**src/rtl/srot_pkg.sv**
```systemverilog
package srot_pkg;
  typedef enum logic [2:0] {
    SR_ROT   = 3'd0,
    SR_FILL0 = 3'd1,
    SR_FILL1 = 3'd2,
    SR_SIGN  = 3'd3,
    SR_RCY   = 3'd4
  } sr_mode_e;

  localparam logic DIR_LEFT  = 1'b0;
  localparam logic DIR_RIGHT = 1'b1;

  // Codes above the carry loop are reserved and behave as a pass-through.
  function automatic logic mode_known(input logic [2:0] m);
    return m <= 3'd4;
  endfunction

  // The bit that enters the vacated end in a plain shift mode.
  function automatic logic fill_for(input logic [2:0] m, input logic dir, input logic msb);
    logic f;
    case (m)
      3'd2:    f = 1'b1;
      3'd3:    f = (dir == DIR_RIGHT) ? msb : 1'b0;
      default: f = 1'b0;
    endcase
    return f;
  endfunction
endpackage

```
**src/rtl/srot_decode.sv**
```systemverilog
module srot_decode #(
  parameter int W  = 8,
  parameter int AW = $clog2(W)
) (
  input  logic [AW-1:0] amt,
  output logic [W-1:0]  oh
);
  always_comb begin
    oh = '0;
    for (int i = 0; i < W; i++) begin
      if (amt == AW'(i)) oh[i] = 1'b1;
    end
  end
endmodule

```
**src/rtl/srot_core.sv**
```systemverilog
module srot_core #(
  parameter int W = 8
) (
  input  logic [W-1:0] d,
  input  logic         c,
  input  logic [2:0]   mode,
  input  logic         dir,
  input  logic [W-1:0] oh,
  output logic [W-1:0] res,
  output logic         cout
);
  import srot_pkg::*;

  logic [W-1:0] cand_res [W];
  logic         cand_cy  [W];
  logic         fill_bit;
  logic         is_rot;
  logic         is_rcy;
  logic         sel_ok;
  logic [W:0]   loop_v;

  assign fill_bit = fill_for(mode, dir, d[W-1]);
  assign is_rot   = (mode == SR_ROT);
  assign is_rcy   = (mode == SR_RCY);
  assign sel_ok   = $onehot(oh) && mode_known(mode);
  assign loop_v   = {c, d};

  generate
    for (genvar k = 0; k < W; k++) begin : g_dist
      if (k == 0) begin : g_zero
        assign cand_res[k] = d;
        assign cand_cy[k]  = c;
      end else begin : g_move
        localparam logic [W-1:0] LOW_M  = W'((1 << k) - 1);
        localparam logic [W-1:0] HIGH_M = ~({W{1'b1}} >> k);
        logic [W:0] t;
        always_comb begin
          t = '0;
          if (dir == DIR_LEFT) begin
            if (is_rcy) begin
              t = (loop_v << k) | (loop_v >> (W + 1 - k));
              cand_res[k] = t[W-1:0];
              cand_cy[k]  = t[W];
            end else if (is_rot) begin
              cand_res[k] = (d << k) | (d >> (W - k));
              cand_cy[k]  = d[W-k];
            end else begin
              cand_res[k] = (d << k) | (fill_bit ? LOW_M : '0);
              cand_cy[k]  = d[W-k];
            end
          end else begin
            if (is_rcy) begin
              t = (loop_v >> k) | (loop_v << (W + 1 - k));
              cand_res[k] = t[W-1:0];
              cand_cy[k]  = t[W];
            end else if (is_rot) begin
              cand_res[k] = (d >> k) | (d << (W - k));
              cand_cy[k]  = d[k-1];
            end else begin
              cand_res[k] = (d >> k) | (fill_bit ? HIGH_M : '0);
              cand_cy[k]  = d[k-1];
            end
          end
        end
      end
    end
  endgenerate

  // A malformed select or reserved mode falls back to the distance-0 path.
  always_comb begin
    res  = d;
    cout = c;
    if (sel_ok) begin
      for (int k = 0; k < W; k++) begin
        if (oh[k]) begin
          res  = cand_res[k];
          cout = cand_cy[k];
        end
      end
    end
  end
endmodule

```
**src/rtl/srot_unit.sv**
```systemverilog
module srot_unit #(
  parameter int W  = 8,
  parameter int AW = $clog2(W)
) (
  input  logic          clk,
  input  logic          rst,
  input  logic          en,
  input  logic [W-1:0]  din,
  input  logic [AW-1:0] amt,
  input  logic          dir,
  input  logic [2:0]    mode,
  output logic [W-1:0]  q,
  output logic          cy
);
  localparam int HALF = W / 2;

  logic [W-1:0] amt_oh;
  logic [W-1:0] nxt_res;
  logic         nxt_cy;

  srot_decode #(.W(W), .AW(AW)) u_dec (
    .amt (amt),
    .oh  (amt_oh)
  );

  srot_core #(.W(W)) u_core (
    .d    (din),
    .c    (cy),
    .mode (mode),
    .dir  (dir),
    .oh   (amt_oh),
    .res  (nxt_res),
    .cout (nxt_cy)
  );

  always_ff @(posedge clk) begin
    if (rst) begin
      q  <= '0;
      cy <= 1'b0;
    end else if (en) begin
      q  <= nxt_res;
      cy <= nxt_cy;
    end
  end

  p_reset_clear_r1: assert property (@(posedge clk) rst |=> (q == '0 && !cy));

  p_hold_r2: assert property (@(posedge clk) disable iff (rst)
    !en |=> ($stable(q) && $stable(cy)));

  p_onehot_sel_r3: assert property (@(posedge clk) disable iff (rst) $onehot(amt_oh));

  p_zero_amt_r3: assert property (@(posedge clk) disable iff (rst)
    (en && amt == '0) |=> (q == $past(din) && cy == $past(cy)));

  p_sign_fill_r7: assert property (@(posedge clk) disable iff (rst)
    (en && mode == 3'd3 && dir && amt != '0) |=> (q[W-1] == $past(din[W-1])));

  p_nibble_swap_r9: assert property (@(posedge clk) disable iff (rst)
    (en && mode == 3'd0 && amt == AW'(HALF))
      |=> (q == {$past(din[HALF-1:0]), $past(din[W-1:HALF])}));

  p_reserved_r11: assert property (@(posedge clk) disable iff (rst)
    (en && mode > 3'd4) |=> (q == $past(din) && cy == $past(cy)));
endmodule

```
**config.mk**
```make
export PLATFORM = sky130hd
export DESIGN_NAME = srot_unit
export DESIGN_NICKNAME = d
export VERILOG_FILES = /design/src/rtl/srot_pkg.sv /design/src/rtl/srot_decode.sv /design/src/rtl/srot_core.sv /design/src/rtl/srot_unit.sv
export SDC_FILE = /design/constraint.sdc
export NUM_CORES = 1
export LEC_CHECK = 0
export BUFFER_PORTS_ARGS = -buffer_cell sky130_fd_sc_hd__buf_2
export CAP_MARGIN = 40
export CORE_UTILIZATION = 63
export DETAILED_ROUTE_END_ITERATION = 8
export GPL_TIMING_DRIVEN = 0
export PLACE_DENSITY = 0.87
export SYNTH_ARGS = -nofsm -noshare
export SYNTH_HDL_FRONTEND = slang
export SYNTH_HIERARCHICAL = 1
export SYNTH_SLANG_ARGS = --single-unit
```
**constraint.sdc**
```tcl
create_clock -name clk -period 9.1 [get_ports clk]
set_input_delay 0.455 -clock clk [delete_from_list [all_inputs] [get_ports clk]]
set_output_delay 0.455 -clock clk [all_outputs]
set_load 0.02 [all_outputs]
```
==> results of run 1 <==
[registers in the layout, indices dropped and copies added (netlist names)]
| name | count |
|---|---|
| q | 8 |
| cy | 1 |
[per-layer routing]
layer  vias up  routed length (µm)  GRT usage [%]  share of wire [%]
met2       235                2790           65.4                 43
met4         0                 297           17.1                4.6
met5         -                   0              0                  0
li1       1128                   -              -                  -
met3        50                 970           7.94                 15
met1      1078                2440           52.4                 38
[cell type report]
cell class              count  share of cell area [%]
multi-input cells         245                    75.2
flip-flops and latches      9                    8.67
plain buffers              25                    6.45
repair buffers             19                    4.58
inverters                  11                    1.99
well taps                  31                    1.87
clock buffers               4                    1.27
[final timing paths]
path	from	end	slack, ps
setup / recovery	amt[0]	q[1]	4980
hold / removal	q[5]	q[5]	490
setup reg to reg	cy	q[0]	6990
hold reg to reg	q[5]	q[5]	490
[worst max-delay path, stage by stage]
cell and delay, ps:
buf_2 150, nor3b_1 370, fa_1 510, fa_1 520, inv_1 50, fa_1 380, inv_1 80, fa_1 410
nor2_1 200, nand3_1 170, buf_2 240, a311oi_1 250, nand3_1 90, o21ai_0 230, mux2i_1 110, nor2_1 80
[report_power, final]
part	switching [mW]	internal (mW)	total (mW)
clock	0.0130	0.0168	0.0298
sequential	0.00293	0.0440	0.0469
combinational	0.0775	0.0450	0.123
[per-stage QoR]
stage / cells / setup WS, ps / utilization (%) / hold slack (ps) / total power, mW
final: 344 / 4980 / 73.4 / 493 / 0.199
after global routing: 344 / 4760 / 73.4 / 525 / 0.212
after CTS: 344 / 5030 / 73.4 / 495 / 0.195
after detailed placement: 340 / 4760 / 72.5 / 477 / 0.165
after global placement: 340 / 4890 / 72.5 / 467 / 0.163
after floorplan: 290 / 5390 / - / 583 / 0.132
[kinds of logic after synthesis]
group / share of synthesized area, %
muxes: 5.81
DFF: 9.40
AOI/OAI and AO/OA: 36.6
and+or+nand+nor: 32.9
adders and majority gates: 6.14
buffers and inverters: 9.14
[layout by cell type, fill, tap and decap left out, types with 10 or more instances in the layout]
cell type  instances
nand3_1           12
nand2b_1          11
inv_1             10
o21ai_0           20
nand2_1           32
buf_2             26
nor2_1            36
a31oi_1           16
mux2i_1           10
clkbuf_1          12
a21oi_1           17
==> results.yml, run 1 <==
cts:
  clock_latency_ps: 250
  post_cts_buffers: 0
  cts_resized: 0
  cts_sinks: 9
  clkTransAtPathRegs_ps: 60
  htree_num_levels: 1
  clockBufferDepth: 2
  cts-root-buf: "clkbuf_4"
  cts_buffers: 3
  cts_tree: "done"
  hold_buffers: 0
placement:
  placed_area_um2: 2050
  gp_congestion: 1.04
  dp_hpwl_um: 4850
  numPortBuffers: 19
critical_path:
  rr_worst_depth: 8
  worst_ep_arrival_time_ps: 4310
  cp.required_ps: 9290
  worstSetupStartpointType: "input pin"
  cp-end-kind: "flop"
  critPathKind: "input pin to flop"
  critPathMaxFanout: 10
worst_hold_path:
  hold_depth: 2
  holdCritPathClass: "flop to flop"
sta:
  tns_ps: 0
  fin_crit_ps: 4120
  drv_slew: 0
  rsz0062_at_grt: "false"
  fin_crit_sh_pct: 45.3
  worstMarginPinSlew_ps: 598
  hold_viol: 0
  relSlewSlack_pct: 60.1
  setup_violations: 0
  skew_ps: 1.15
  fmax_mhz: 243
synth:
  ys_seq_area_share_pct: 9.40
  ys_top_cells_by_area: "dfxtp_1 9.4%, nor2_1 7.0%, nand2_1 6.3%, a31oi_1 5.2%, mux2i_1 5.2%"
  synth-edff-count: 0
  postSynthCellCount: 290
  synth.top_cell.area_share_pct: 9.40
  async_flop_share_pct: 0
  syn-num-nets: 315
  synth_cell_types: 60
  synthTopCellsByCount: "36 x nor2_1, 32 x nand2_1, 20 x o21ai_0"
  avgSynthCellArea_um2: 6.61
  synth_seq_cells: 9
  netlist_area_um2: 1920
  ys.flop_type: "dfxtp_1"
  yosysTopAreaCell: "dfxtp_1"
  yosysMostFrequentCell: "nor2_1"
  ys_warn_count: 6
floorplan:
  core_area_um2: 2830
  rows: 19
  die_area_um2: 3270
  die_h_um: 57.2
  fp.dieW_um: 57.2
  initial_utilization_pct: 67.8
  ioPinCount: 27
layout:
  final_nets: 339
  n_antenna_cell: 0
  synthToLayoutAreaGrowth_pct: 8.36
  nFillCells: 235
  drive_gt1_share_pct: 15.7
  design_area_um2: 2080
  seq_area_um2: 180
  multi_input_area_um2: 1560
pwr:
  p_per_area_nw_per_um2: 95.9
  p_leak_nw: 0.876
  irDropWorstVdd_mv: 0.0475
status:
  outcome: "finished, violations left"
  violations: "DRC"
grt:
  grt_overflow: 0
  antenna_found_initial: 0
  grt.total_usage_pct: 40.4
  grt_pass1_vias: 2106
  grt_pass1_wl_um: 10300
  grt_max_degree: 11
run:
  maxCapViolations: 0
routing:
  drcViolationCount: 1
  routed_wl_um: 6500
  first_iter_violations: 381
  dr.pass1.iters: 9
  wl_per_cell_um: 18.9
  viasPerCell: 7.24
  via_count: 2491
  ant_nets: 0
(Power assumes the default switching activity.)
==> run 2, diff against run 1 <==
--- a/config.mk
+++ b/config.mk
@@ -5,12 +5,13 @@
 export SDC_FILE = /design/constraint.sdc
 export NUM_CORES = 1
 export LEC_CHECK = 0
+export ABC_AREA = 1
 export BUFFER_PORTS_ARGS = -buffer_cell sky130_fd_sc_hd__buf_2
 export CAP_MARGIN = 40
-export CORE_UTILIZATION = 63
+export CORE_UTILIZATION = 53
 export DETAILED_ROUTE_END_ITERATION = 8
 export GPL_TIMING_DRIVEN = 0
-export PLACE_DENSITY = 0.87
+export PLACE_DENSITY = 0.78
 export SYNTH_ARGS = -nofsm -noshare
 export SYNTH_HDL_FRONTEND = slang
 export SYNTH_HIERARCHICAL = 1
==> constraint.sdc (replaced) <==
create_clock -name clk -period 3.5 [get_ports clk]
set_input_delay 0.175 -clock clk [delete_from_list [all_inputs] [get_ports clk]]
set_output_delay 0.175 -clock clk [all_outputs]
set_load 0.02 [all_outputs]
==> results.yml, run 2 <==
grt:
  grt_pass1_wl_um: 9780
  grt_max_degree: 11
  grt_overflow: 0
  antenna_found_initial: 0
  grt_pass1_vias: 2147
  grt.total_usage_pct: 34.8
worst_hold_path:
  worstHoldStart: "en"
  holdCritPathClass: "input pin to flop"
critical_path:
  worstSetupStartpointType: "input pin"
  path_buf_inv: 6
  rr_worst_depth: 16
  path_cells: "buf_2 -> inv_1 -> nand2_2 -> nor2_4 -> fa_1 -> fa_1 -> inv_1 -> fa_1 -> inv_1 -> fa_1 -> nor3_2 -> o21ai_2 -> buf_4 -> a31oi_1 -> nand2_1 -> nand2_1 -> inv_1 -> nand2_1 -> nand2_1 -> nor2_1"
  rr_startpoint: "cy"
  r2r-end: "q[7]"
  critPathMaxFanout: 4
  cp-endpoint: "q[3]"
  cp_slowest_cell: "fa_1"
  regToRegSetupSlack_ps: 1740
  cp-startpoint: "amt[1]"
  path_depth: 20
  cp.required_ps: 3700
  critPathMaxStageDelay_ps: 510
  worst_ep_arrival_time_ps: 3430
  critPathKind: "input pin to flop"
  cp-end-kind: "flop"
  cp_top_family: "adder cells"
synth:
  avgSynthCellArea_um2: 5.33
  netlist_area_um2: 1850
  ys_top_cells_by_area: "nand2_1 19%, nand3_1 19%, dfxtp_1 9.7%, nor2_1 7.9%, inv_1 6.5%"
  yosysTopAreaCell: "nand2_1"
  yosysMostFrequentCell: "nand2_1"
  synth_cell_types: 29
  ys_seq_area_share_pct: 9.74
  postSynthCellCount: 347
  synth.top_cell.area_share_pct: 18.9
  synth_seq_cells: 9
  synthTopCellsByCount: "93 x nand2_1, 69 x nand3_1, 39 x nor2_1"
  async_flop_share_pct: 0
  ys_warn_count: 6
  ys.flop_type: "dfxtp_1"
  synth-edff-count: 0
  syn-num-nets: 372
layout:
  design_area_um2: 2110
  nFillCells: 342
  layout_common_cells: "92 x nand2_1, 69 x nand3_1, 38 x nor2_1"
  largest_register: "q"
  top_regs: "q: 8 flops, cy: 1 flops"
  largest_register_ffs: 8
  n_antenna_cell: 0
  synthToLayoutAreaGrowth_pct: 14.3
  final_nets: 407
  drive_gt1_share_pct: 18.1
  final_common_cell: "nand2_1"
routing:
  wl_per_cell_um: 14.4
  viasPerCell: 5.80
  drcViolationCount: 0
  dr.pass1.iters: 5
  via_count: 2475
  first_iter_violations: 171
  routed_wl_um: 6160
  ant_nets: 0
sta:
  hold_slack_ps: 194
  fin_crit_ps: 3230
  worstMarginPinSlew_ps: 482
  fin_crit_sh_pct: 92.4
  setup_violations: 0
  fmax_mhz: 309
  skew_ps: 3.58
  drv_slew: 0
  relSlewSlack_pct: 67.8
  hold_viol: 0
placement:
  placed_area_um2: 2030
  dp_hpwl_um: 4690
  numPortBuffers: 24
  gp_congestion: 1.01
cts:
  cts_tree: "done"
  cts_sinks: 9
  clockBufferDepth: 2
  cts_buffers: 3
  clock_latency_ps: 270
  clkTransAtPathRegs_ps: 60
  htree_num_levels: 1
  cts-root-buf: "clkbuf_4"
floorplan:
  fp.dieW_um: 61.1
  core_area_um2: 3340
  die_area_um2: 3730
  rows: 21
  ioPinCount: 27
  initial_utilization_pct: 55.4
  die_h_um: 61.1
pwr:
  p_int_mw: 0.274
  power.share.switching_pct: 48.3
  p_comb_share_pct: 62.3
  clockPowerShare_pct: 15.3
  p_sw_mw: 0.256
  irDropWorstVdd_mv: 0.0954
  p_per_area_nw_per_um2: 251
  sequentialPowerShare_pct: 22.5
  p_leak_nw: 1.19
run:
  maxCapViolations: 0
status:
  outcome: "completed"
-- run 2: cell types whose count changed in the layout (fill, tap and decap cells not counted), moves of 10 or more --
cell and change:
nand2b_1 -11, nand2_1 +60, a31oi_1 -10, mux2i_1 -10, nand3_1 +57, inv_1 +22
-- run 2: final cells by class --
| class | instances | area [µm²] | share of cell area (%) |
|---|---|---|---|
| Multi-Input combinational cell | 285 | 1450 | 68.7 |
| Sequential cell | 9 | 180 | 8.53 |
| Timing Repair Buffer | 30 | 165 | 7.82 |
| Inverter | 41 | 154 | 7.28 |
| Buffer | 12 | 78.8 | 3.73 |
| Tap cell | 46 | 57.6 | 2.72 |
| Clock buffer | 4 | 26.3 | 1.24 |
-- run 2: kinds of logic (layout without fill, tap and decap cells) --
| kind of cell | count (synthesis) | in the layout | share of synthesized area [%] |
|---|---|---|---|
| simple gates | 216 | 216 | 52.3 |
| flops | 9 | 9 | 9.74 |
| compound gates | 62 | 62 | 19.0 |
| buf+inv | 53 | 87 | 12.6 |
| fa+ha+maj | 7 | 7 | 6.36 |
-- run 2: tightest hold or removal path, stage by stage --
cell     delay [ps]
buf_6           110
nand2_1          60
nand2_1          50
nor2_1           30
-- run 2: what timing repair did --
action / 4_1_cts / 5_1_grt
pin swaps: 0 / 3
resized for setup: 2 / 3
endpoints found under the setup margin: 9 / 9
hold buffers: 0 / 0
buffers inserted: 2 / 4
-- run 2: worst min-delay path by stage --
stage | endpoint | depth (start not counted)
after floorplan | q[6] | 3
after global placement | q[2] | 2
after detailed placement | q[4] | 2
after CTS | q[1] | 4
after global routing | q[1] | 4
final | cy | 4
-- run 2: layer usage --
layer	global-route usage, %	vias to the layer above	part of all wire (%)	wire (µm)
li1	-	1211	-	-
met2	56.8	173	47	2900
met3	2.94	22	10	627
met4	22.1	0	3.2	199
met5	0	-	0	0
met1	44.3	1069	40	2440
-- run 2: power groups by stage --
stage	combinational [mW]	clock [mW]	sequential (mW)
3_3_place_gp	0.300	0	0.121
4_1_cts	0.313	0.0843	0.119
2_1_floorplan	0.206	0	0.134
6_report	0.330	0.0809	0.119
5_1_grt	0.364	0.0890	0.121
3_5_place_dp	0.302	0	0.121
-- run 2: per-stage QoR --
step                      TNS, ps  cells  power [mW]  util [%]  setup slack (ps)
after floorplan                 0    347       0.341         -              52.6
after global placement      -4080    417       0.420      60.7              -592
after detailed placement    -4400    417       0.423      60.7              -615
after CTS                       0    423       0.516      62.2              50.7
after global routing        -4.23    427       0.575      63.3             -4.23
final                           0    427       0.530      63.3               267
